<file path="src/rtl/chan_ctl.sv">
module chan_ctl #(
  parameter int DEV_W   = 8,
  parameter int AW      = 16,
  parameter int WD_CYC  = 5715,
  parameter int ACK_CYC = 58
) (
  input  logic              clk,
  input  logic              rst_n,
  input  logic              req,
  input  logic [DEV_W-1:0]  sr_dev,
  input  logic              chansr,
  input  logic              wait_sr,
  input  logic              chanso,
  input  logic              chanack,
  input  logic [AW-1:0]     pc_in,
  output logic              sio_enable,
  output logic              init_xfer,
  output logic              rollover_clr,
  output logic [DEV_W-1:0]  dev_num,
  output logic              pp_wr,
  output logic [AW-1:0]     pp_addr,
  output logic [AW-1:0]     pp_data,
  output logic              xfer_err
);
  localparam int WD_W  = $clog2(WD_CYC + 1);
  localparam int ACK_W = $clog2(ACK_CYC + 1);
  localparam int PAD_W = AW - DEV_W - 2;

  logic             busy;
  logic [WD_W-1:0]  wd_cnt;
  logic [ACK_W-1:0] ack_cnt;

  wire wd_run  = busy & wait_sr & ~chansr;
  wire wd_hit  = wd_run && (wd_cnt == WD_W'(WD_CYC - 1));
  wire ack_run = busy & chanso & ~chanack;
  wire ack_hit = ack_run && (ack_cnt == ACK_W'(ACK_CYC - 1));

  assign sio_enable   = ~busy;
  assign rollover_clr = init_xfer | ~rst_n;
  assign pp_addr      = {{PAD_W{1'b0}}, dev_num, 2'b00};

  always_ff @(posedge clk or negedge rst_n) begin
    if (!rst_n) begin
      busy      <= 1'b0;
      init_xfer <= 1'b0;
      pp_wr     <= 1'b0;
      xfer_err  <= 1'b0;
    end else begin
      init_xfer <= 1'b0;
      pp_wr     <= 1'b0;
      xfer_err  <= 1'b0;
      if (!busy) begin
        if (req) begin
          busy      <= 1'b1;
          init_xfer <= 1'b1;
        end
      end else if (req || ack_hit) begin
        busy  <= 1'b0;
        pp_wr <= 1'b1;
      end else if (wd_hit) begin
        busy     <= 1'b0;
        xfer_err <= 1'b1;
      end
    end
  end

  always_ff @(posedge clk) begin
    if (!busy && req) dev_num <= sr_dev;
    if (busy && (req || ack_hit)) pp_data <= pc_in;
  end

  always_ff @(posedge clk or negedge rst_n) begin
    if (!rst_n) begin
      wd_cnt  <= '0;
      ack_cnt <= '0;
    end else begin
      wd_cnt  <= (wd_run && !wd_hit && !req) ? wd_cnt + 1'b1 : '0;
      ack_cnt <= (ack_run && !ack_hit && !req) ? ack_cnt + 1'b1 : '0;
    end
  end
endmodule


</file>
<file path="config.mk">
export PLATFORM = sky130hd
export DESIGN_NAME = chan_ctl
export DESIGN_NICKNAME = d
export VERILOG_FILES = /design/src/rtl/chan_ctl.sv
export SDC_FILE = /design/constraint.sdc
export NUM_CORES = 1
export LEC_CHECK = 0
export ABC_AREA = 1
export BUFFER_PORTS_ARGS = -buffer_cell sky130_fd_sc_hd__buf_2
export CAP_MARGIN = 0
export CORE_MARGIN = 10
export CORE_UTILIZATION = 41
export CTS_BUF_LIST = sky130_fd_sc_hd__clkbuf_4
export CTS_CLUSTER_SIZE = 25
export DETAILED_ROUTE_END_ITERATION = 6
export GPL_TIMING_DRIVEN = 0
export PLACE_DENSITY = 0.64
export SLEW_MARGIN = 20
export SYNTH_ARGS = -nofsm -noshare
export SYNTH_HDL_FRONTEND = slang
export SYNTH_SLANG_ARGS = --single-unit
</file>
<file path="constraint.sdc">
create_clock -name clk -period 3.15 [get_ports clk]
set_clock_uncertainty 0.15 [all_clocks]
set_input_delay 0.315 -clock clk [delete_from_list [all_inputs] [get_ports clk]]
set_output_delay 0.315 -clock clk [all_outputs]
set_load 0.01 [all_outputs]
</file>
# --- After elaboration in Yosys (flattened, before gate mapping) ---
# Index checks and enable logic that the tools add are counted.
# Widths: inputs -> output; s select.
classes:
  n_div: 0
  multipliers: 0
  bitwise_logic: 9
  order_cmp: 0
  muxes: 12
  n_addsub: 2
  shifts: 0
  reduce_logical: 13
  n_eq_ne: 2
op_table:
  columns: ["operator", "n"]
  rows:
  - ["$add 13x1->13 const B", 1]
  - ["$eq 13x13->1 const B", 1]
  - ["$mux 13", 1]
  - ["$mux 1", 10]
  - ["$logic_and 1x1->1", 8]
  - ["$add 6x1->6 const B", 1]
  - ["$eq 6x6->1 const B", 1]
  - ["$mux 6", 1]
  - ["$and 1x1->1", 4]
  - ["$logic_not 1->1", 4]
  - ["$not 1->1", 4]
  - ["$logic_or 1x1->1", 1]
  - ["$or 1x1->1", 1]
word_totals:
  inputBits: 31
  output_inout_bits: 45
  wordCells: 46
  latch_bits: 0
  memories: 0
  ram_bits: 0
  regBits: 47
  romBits: 0

# --- Depth between registers and ports, before layout ---
depth:
  ltp_word: 7
  depth_mapped: 8
  ltp_nobuf: 7

# --- Worst setup path before layout ---
# No wires, ideal clock.
synth_timing:
  kind: "reg2reg"
  start: "register ack_cnt[1]"
  end: "register pp_data[0], enable pin"
  arrival_ns: 1.555
  t_required_ns: 2.610
  path_buffers: 0
  setup_ns: 0.390
  synth_period_minus_slack_ns: 2.094
  setup_slack_ns: 1.056
  stages_incl_launch_ff: 7
  cell_sequence: "dfrtp_1 -> inv_1 -> ha_1 -> nand3_1 -> nor2_1 -> a21oi_1 -> nor2_1"
synth_between:
  elab_chain_len: 4
synth_lines:
  columns: ["item", "line", "source"]
  rows:
  - ["from (decl)", "31", "logic [ACK_W-1:0] ack_cnt;"]
  - ["from (signal assigned)", "78", "ack_cnt <= (ack_run && !ack_hit && !req) ? ack_cnt + 1'b1 : '0;"]
  - ["$eq 6x6->1", "36", "wire ack_hit = ack_run && (ack_cnt == ACK_W'(ACK_CYC - 1));"]
  - ["$logic_and 1x1->1", "36", null]
  - ["$logic_or 1x1->1", "69", "if (busy && (req || ack_hit)) pp_data <= pc_in;"]
  - ["$logic_and 1x1->1", "69", null]
  - ["to (signal assigned)", "69", null]
  - ["to (decl)", "22", "output logic [AW-1:0] pp_data,"]
# No other way between the ends.
# A chain may end at the register's enable or synchronous reset.

# --- Final worst setup path ---
# Ends and elaborated chain as after synthesis.

==> impl_metrics.ini <==
[status]
run_status = finished, final reports clean

[clock_network]
tritoncts_num_sinks = 47
tritoncts = built
hold_fix_buffers_cts = 25
htreeDepth = 2
tritoncts.num_buffers = 5
cts.clk_slew.worst_paths_ps = 140
insertion_delay_ps = 360
cts_root_buf = clkbuf_4
cts_post_setup_buffers_inserted = 0
number_of_instances_resized_during_post_cts_repair = 0
maximum_buffer_depth_of_the_clock_tree = 2

[worst_setup_path]
worstPathCellList = inv_1 > ha_1 > nand3_1 > nor2_1 > a21oi_1 > nor2_2
critPathSlowestCell = nor2_2
critical_path_buf_inv_count = 1
worstSetupEndpointType = register
critical_path_start_end_classification = register to register
arrival_ps = 1940
path_depth_of_the_worst_reg2reg_path = 6
crit_path_max_incr_delay_ps = 650
start_kind = register
cp_data_required_time_ps = 3000
crit_start = ack_cnt[1]
r2r_slack_ps = 1050
worstPathMaxFanout = 17
path_delay_family = simple AND/OR/NAND/NOR gates
regToRegEndpoint = pp_data[0]
reg_to_reg_start = ack_cnt[1]

[global_routing]
grt_max_degree = 25
number_of_antenna_violations_at_the_first_check_in_global_routing = 0
global_route.usage.total = 0.116
grt_pass1_vias = 1559
grt_pass1_wl_um = 7970
grt_remaining_overflow = 0

[timing]
rsz0062_at_grt = false
tightestPinTransition_ps = 816
timing.final.setup_violations = 0
report.final.slew_viol_count = 0
max-slew-margin-rel = 0.455
final.period_utilization = 0.665
layout_min_cycle_time_ps = 2100
fmaxAchievable_mhz = 477
setup_tns_final_ps = 0
timing_hold_violations_final = 0

[floorplanning]
die_height_um = 91.4
initial_core_util = 0.434
floorplan.die_area_um2 = 8350
io-pin-count = 76
die_width_um = 91.4
fp.coreArea_um2 = 4820
row_count = 25

[final_layout]
insertedDiodeCount = 0
layout.cells.most_common_list = buf_2 (67), nand2_1 (27), dlygate4sd3_1 (25), edfxtp_1 (24)
area.growth.synth_to_final_pct = 37.3
layout-drive-gt1-share = 0.395
final_design_area_no_fill_um2 = 2870
final_nets = 328
final.fill_count = 420
layout.area.seq_um2 = 1300
multi_input_comb_area_um2 = 614
mostFrequentLayoutCell = buf_2

[logic_synthesis]
post_synth_num_cell_types = 27
synth_top_cell_area_share = 0.345
synth_area_um2 = 2090
synth.top_cells.by_area = edfxtp_1 (34%), dfrtp_1 (28%), buf_4 (5.7%)
syn_inst = 187
seq_area_frac_synth = 0.620
synth.avg_cell_area_um2 = 11.2
ys_seq_elements = 47
synth_largest_area_cell = edfxtp_1
yosys_warnings = 0

[drt]
postRouteWirelength_um = 4950
drt.antenna.violating_nets = 0
drtPass1Iterations = 4
drtIter0Drc = 58
num_vias = 1591
remaining_drc_errors = 0
vias_per_cell = 4.41
average_wire_length_per_cell_after_detail_routing_um = 13.7

[job]
maxCapViolations = 0

[pwr]
worst_ir_drop_vdd_mv = 0.185
powerDensity_nw_per_um2 = 420
power.leakage_uw = 0.00128

[placement]
dpl_cell_area_um2 = 2540
place.gp.congestion = 0.786
numPortBuffers = 67
post-dp-hpwl_um = 3520

[hold_path]
hold-path-endpoint = wd_cnt[7]
holdCritPathClass = input port to register
hold_start = chansr
min_path_cells = 4
-- stage by stage --
stage | utilization | total power (µW) | hold slack [ps] | instances | setup WS (ps)
final | 0.596 | 1210 | 102 | 361 | 1050
after CTS | 0.596 | 1220 | 95.0 | 361 | 1030
after global routing | 0.596 | 1260 | 109 | 361 | 883
after global placement | 0.526 | 830 | 182 | 328 | 737
after floorplan | - | 767 | -131 | 194 | 1060
after detailed placement | 0.527 | 834 | 181 | 328 | 1050
-- routing by layer --
metal  routed length, µm  vias to the layer above  track usage
li1                    -                      794            -
met1                2410                      730        0.149
met2                2170                       61        0.180
met3                 317                        6       0.0412
met4                  53                        0       0.0313
met5                   0                        -            0
-- worst max-delay path by stage --
stage               cells past startpoint  slack [ps]     endpoint
finish                                  6        1050   pp_data[0]
global route                            6         880   pp_data[0]
CTS                                     6        1030   pp_data[0]
detailed placement                      6        1050  pp_data[10]
global placement                        6         740   pp_data[9]
floorplan                               6        1060   pp_data[0]
-- cell families after synthesis --
logic type	after synthesis	synth area share
DFF	47	0.620
and+or+nand+nor	87	0.208
xor gates and xnor gates	5	0.0210
AOI/OAI and AO/OA	8	0.0258
adders and majority gates	4	0.0240
buffers and inverters	35	0.0994
other	1	0.00179
-- flip-flops by register name (all words and copies together), names as in the netlist --
register	count
init_xfer	1
dev_num	8
pp_data	16
xfer_err	1
pp_wr	1
wd_cnt	13
ack_cnt	6
busy	1
-- cells in the mapped netlist, drive strengths merged --
master	number
clkinv	1
a21o	1
nand3	10
o211ai	1
xnor2	2
nand2	31
o21ai	2
nor2	37
buf	17
a21oi	2
conb	1
nand4	3
xor2	3
dfrtp	23
nor3	6
a31oi	1
inv	17
ha	4
o21bai	1
edfxtp	24
-- worst reg2reg max path: stages, from the launching register on --
cell	delay [ps]
dfrtp_1	420
inv_1	70
ha_1	140
nand3_1	100
nor2_1	100
a21oi_1	120
nor2_2	650
-- cell type report --
type | instances | area share
well taps | 67 | 0.0292
inverters | 18 | 0.0235
plain buffers | 17 | 0.0488
clock buffers | 5 | 0.0131
repair buffers | 92 | 0.204
clock inverters | 3 | 0.0153
multi-input cells | 112 | 0.214
flip-flops and latches | 47 | 0.452
-- where the power goes --
part | internal, µW | switching [µW] | total (µW)
Clock | 167 | 192 | 359
Sequential | 679 | 12.0 | 691
Combinational | 75.6 | 80.1 | 156
No activity file was read; power rests on OpenSTA's default activity.
